## src/rtl/legacy_window_router.sv

```systemverilog
module legacy_window_router #(
  parameter int ADDR_W = 32
) (
  input  logic              clk,
  input  logic              rst_n,
  input  logic              cfg_we,
  input  logic [2:0]        cfg_idx,
  input  logic [7:0]        cfg_wdata,
  output logic [7:0]        cfg_rdata,
  input  logic              acc_valid,
  input  logic [ADDR_W-1:0] acc_addr,
  input  logic              acc_write,
  output logic              route_valid,
  output logic              route_dram,
  output logic              route_outside
);
  localparam int NBYTES = 7;
  localparam logic [ADDR_W-1:0] WIN_LO = ADDR_W'(32'h000C_0000);
  localparam logic [ADDR_W-1:0] TOP_LO = ADDR_W'(32'h000F_0000);
  localparam logic [ADDR_W-1:0] WIN_HI = ADDR_W'(32'h0010_0000);

  logic [7:0] attr_q [NBYTES];
  logic       in_win, top_hit;
  logic [3:0] seg;
  logic [2:0] sel;
  logic [1:0] attr;

  assign in_win  = (acc_addr >= WIN_LO) && (acc_addr < WIN_HI);
  assign top_hit = acc_addr >= TOP_LO;
  assign seg     = acc_addr[17:14];
  assign sel     = top_hit ? 3'd0 : 3'(seg[3:1]) + 3'd1;

  genvar g;
  generate
    for (g = 0; g < NBYTES; g++) begin : g_byte
      localparam logic [7:0] KEEP = (g == 0) ? 8'h30 : 8'h33;
      always_ff @(posedge clk) begin
        if (!rst_n)
          attr_q[g] <= 8'h00;
        else if (cfg_we && cfg_idx == 3'(g))
          attr_q[g] <= cfg_wdata & KEEP;
      end
    end
  endgenerate

  always_comb begin
    cfg_rdata = 8'h00;
    attr      = 2'b00;
    for (int i = 0; i < NBYTES; i++) begin
      if (cfg_idx == 3'(i)) cfg_rdata = attr_q[i];
      if (sel == 3'(i))
        attr = (top_hit || seg[0]) ? attr_q[i][5:4] : attr_q[i][1:0];
    end
  end

  always_ff @(posedge clk) begin
    if (!rst_n) begin
      route_valid   <= 1'b0;
      route_dram    <= 1'b0;
      route_outside <= 1'b0;
    end else begin
      route_valid   <= acc_valid;
      route_dram    <= acc_valid && (!in_win || (acc_write ? attr[1] : attr[0]));
      route_outside <= acc_valid && !in_win;
    end
  end
endmodule


```

## config.mk

```make
export PLATFORM = sky130hd
export DESIGN_NAME = legacy_window_router
export DESIGN_NICKNAME = d
export VERILOG_FILES = /design/src/rtl/legacy_window_router.sv
export SDC_FILE = /design/constraint.sdc
export NUM_CORES = 1
export LEC_CHECK = 0
export BUFFER_PORTS_ARGS = -buffer_cell sky130_fd_sc_hd__buf_2
export CAP_MARGIN = 10
export CORE_MARGIN = 4
export CORE_UTILIZATION = 50
export CTS_BUF_LIST = sky130_fd_sc_hd__clkbuf_4 sky130_fd_sc_hd__clkbuf_8
export CTS_CLUSTER_SIZE = 12
export DETAILED_ROUTE_END_ITERATION = 8
export PLACE_DENSITY = 0.76
export SLEW_MARGIN = 10
export SYNTH_ARGS = -nofsm -noshare
export SYNTH_HDL_FRONTEND = slang
export SYNTH_SLANG_ARGS = --single-unit
```

## constraint.sdc

```tcl
create_clock -name clk -period 5.06 [get_ports clk]
set_input_delay 0.253 -clock clk [delete_from_list [all_inputs] [get_ports clk]]
set_output_delay 0.253 -clock clk [all_outputs]
set_load 0.01 [all_outputs]
```

# Word-level counts from Yosys, hierarchy flattened

Memories as Yosys holds them, arrays and structs flattened.
Cells that the tools add are included.

$add $sub $neg: 1
Multipliers: 0
Div/mod/pow operators: 0
$lt $le $gt $ge: 3
Eq/ne operators: 12
Shift-type cells: 0
Multiplexer cells: 52
Bitwise gates (word level): 7
Reductions and logical operators: 15

Operator list:

| cell                   | number |
|---|---|
| $ge A32 B20 Y1 const B | 2 |
| $mux W8                | 7 |
| $lt A32 B21 Y1 const B | 1 |
| $mux W2                | 14 |
| $mux W4                | 7 |
| $mux W1                | 23 |
| $eq A3 B3 Y1 const B   | 6 |
| $eq A3 B2 Y1 const B   | 4 |
| $logic_and A1 B1 Y1    | 10 |
| $or A1 B1 Y1           | 7 |
| $eq A3 B1 Y1 const B   | 2 |
| $logic_not A3 Y1       | 2 |
| $add A3 B1 Y3 const B  | 1 |
| $mux W3                | 1 |
| $logic_or A1 B1 Y1     | 2 |
| $logic_not A1 Y1       | 1 |

Register bits after elaboration: 3
Bits in latches: 0
Bits in writable memories: 28
Memory bits (read-only): 0
Bits of input ports: 48
Memories kept: 1

Memories:

| name   | depth | width | read ports | clocked after Yosys merged registers in | wr ports | line | source |
|---|---|---|---|---|---|---|---|
| attr_q | 7     | 4     | 7          | 0                                       | 7        | 22   | `logic [7:0] attr_q [NBYTES];` |

# Depth between registers and ports, before layout

Depth after elaboration: 13
Gate-level depth with buffers: 6
Mapped depth without buffers: 6

# Worst setup path after synthesis

OpenSTA, ideal clock, no wires.

Path kind: in2reg
Start: in cfg_idx[1]
End: mem attr_q[2][0] (netlist bit), enable pin
Library setup time: 373 ps
Arrival time: 1393 ps
Required time: 4687 ps
Path slack: 3294 ps
Stages: 4
Buffers on the path: 2
Cell sequence: clkbuf_1 -> clkbuf_1 -> nand2_1 -> o31ai_1

RTL lines:

| item        | line | source |
|---|---|---|
| from (decl) | 7    | `input logic [2:0] cfg_idx,` |
| to (decl)   | 22   |  |

==> reports/metrics.csv <==
metric,value,unit
outcome,completed,
rr_endpoint,route_dram$_SDFF_PN0_,
cp.arrival,2.07,ns
fin_util,0.5914,
r2r_setup_slack,3.18,ns
fillers,290,
critPathMaxStageDelay,0.51,ns
cts_tree,done,
grt_first_pass_wirelength,6.541,mm
ant_nets,0,
antenna_found_initial,0,
final_cell_mix,"buf_2 (36), edfxtp_1 (26), and2_1 (25), a21oi_1 (14), nor2_1 (12)",
clock_latency,0.31,ns
reg2regPathDepth,5,
worst_pin_slew,0.6851,ns
dp.cells,243,
setup_viol,0,
rr_startpoint,attr_q[3][2]$_SDFFCE_PN0P_,
routed_wl,4.087,mm
use_met1,0.2126,
dieArea,0.004591,sq mm
start_util,0.5268,
fin_crit_sh,0.3723,
power.density,248.5,mW/mm^2
fmax,530.8,MHz
fin_skew,0.005560,ns
power_leakage,0.7785,nW
path_cells,mux4_1 -> a21oi_1 -> or3b_2 -> a211oi_1 -> or4_1,
met3_usage,0.04825,
viasPerCell,5.776,
area_delta_synth_final,12.26,%
rows,21,
peakVddDrop,0.0001575,V
diodes,0,
seq_area,840.8,sq um
track_usage,0.1972,
met2_usage,0.3694,
io_pins,59,
yosys_warnings,0,
synth_seq_cells,29,
synth_cells,171,
cts_resized,0,
fin_crit,1.884,ns
crit_end,route_dram$_SDFF_PN0_,
cp_max_fo,2,
yosysSeqAreaShare,0.4709,
busiest_layer,met2,
startpoint,attr_q[3][2]$_SDFFCE_PN0P_,
worstSetupEndpointType,flip-flop,
hpwl,3.229,mm
drt_iter0_drc,65,
gr-total-overflow,0,
hp-class,input port to flip-flop,
final_cells,250,
multi_input_area,862.1,sq um
cts_hold_buf,0,
cts_buffer_depth,2,
drc,0,
coreArea,0.003390,sq mm
die_y,67.76,um
wire_per_inst,16.35,um
maxSlewViolCount,0,
grt_pass1_vias,1454,
cp-start-kind,flip-flop,
synth.cell_area,0.001785,sq mm
grt_max_degree,21,
num_vias,1444,
clkTransAtPathRegs,0.08,ns
cts_setup_buffers,0,
die_w,67.76,um
slowest_stage,mux4_1,
htree_levels,2,
clock-root-buffer,clkbuf_4,
nets,253,
critical_path_class,flip-flop to flip-flop,
drive_gt1_frac,0.2304,
cts.sinks,29,
timing_hold_violations_final,0,
syn_avg_cell_area,10.44,sq um
relSlewSlack,0.5394,
port_buffers,36,
setup_tns,0,ns
gp_congestion,0.8561,
synth_cell_types,37,
cts_made_buffers,5,
final_common_cell,buf_2,
worstPathRequired,5.25,ns
rsz0062_at_grt,no,
drv_cap,0,
first_pass_iters,5,
[cells by family (layout without fill, tap and decap cells)]
logic type | after synthesis | after routing | synth area share
mux | 13 | 13 | 0.1128
flops | 29 | 29 | 0.4709
buf+inv | 17 | 47 | 0.05256
simple gates | 71 | 71 | 0.2243
xor+xnor | 2 | 2 | 0.009813
other cells | 1 | 4 | 0.002100
fa+ha+maj | 1 | 1 | 0.007007
compound gates | 37 | 37 | 0.1205
[area by class of cell]
cell class,count,share of cell area
timing repair buffer,36,0.08989
sequential,29,0.4195
tap,46,0.02871
clock buffer,6,0.02247
multi-input combinational,128,0.4301
clock inverter,1,0.001873
inverter,4,0.007491
[worst min-delay path by stage]
stage               cells after the start                  endpoint         start
floorplan                               2  route_outside$_SDFF_PN0_  acc_addr[18]
global placement                        2    route_valid$_SDFF_PN0_     acc_valid
detailed placement                      3  route_outside$_SDFF_PN0_  acc_addr[18]
CTS                                     3  route_outside$_SDFF_PN0_  acc_addr[18]
global route                            2    route_valid$_SDFF_PN0_     acc_valid
finish                                  3  route_outside$_SDFF_PN0_  acc_addr[18]
[flip-flops by register name, summed over array words and instances (netlist names)]
register and count:
attr_q 26, route_dram 1, route_outside 1, route_valid 1
[per-stage QoR]
step                      worst slack [ns]  total power (W)  hold WS, ns  cell area, sq um
after CTS                            3.181        0.0005020       0.2364              2004
after detailed placement             2.902        0.0003773       0.5653              1956
after floorplan                      3.294        0.0003464       0.4350              1797
after global placement               2.944        0.0003733       0.5632              1956
final                                3.176        0.0004981       0.2482              2004
after global routing                 3.127        0.0005266       0.2386              2004
[synthesized netlist by cell type]
cell	n	share of area
nand2b_1	3	0.011
buf_6	2	0.013
o22ai_1	1	0.0035
and2_0	1	0.0035
or3b_2	1	0.0049
a2111oi_0	1	0.0049
o211ai_1	2	0.0084
dfxtp_1	3	0.034
conb_1	1	0.0021
xnor2_1	1	0.0049
and2_1	25	0.088
nor4_1	3	0.011
or4b_1	1	0.0056
clkbuf_1	7	0.015
buf_4	4	0.017
inv_1	4	0.0084
mux2_2	1	0.0063
mux4_1	2	0.029
ha_1	1	0.0070
a211oi_1	4	0.017
or4_1	1	0.0042
mux4_2	3	0.038
o31ai_1	3	0.013
nand2_1	7	0.015
a21oi_1	14	0.039
and3_1	1	0.0035
nor4b_1	2	0.0098
mux2i_1	7	0.039
nand3_1	3	0.0084
nor2_1	12	0.025
nand4_1	3	0.011
o21a_1	1	0.0042
nor3_1	4	0.011
o21ai_0	11	0.031
xor2_1	1	0.0049
edfxtp_1	26	0.44
nor2b_1	4	0.014
[layer usage]
layer	up-vias	routed length, um
met5	-	0
met3	6	348
met4	0	52
met2	69	2062
met1	676	1624
li1	693	-
[where the power goes]
part / switching (W) / leakage (nW) / internal (W)
Combinational: 0.0000501 / 0.473 / 0.0000369
Clock: 0.0000699 / 0.0292 / 0.0000556
Sequential: 0.00000887 / 0.276 / 0.000277
Total: 0.000129 / 0.779 / 0.000369
[worst max-delay path, delay by kind of cell (launching register included)]
kind,cells,cell delay (ns)
and+or+nand+nor,2,0.61
muxes,1,0.51
DFF,1,0.44
AOI/OAI and AO/OA,2,0.21
No activity file was read; power rests on OpenSTA's default activity.
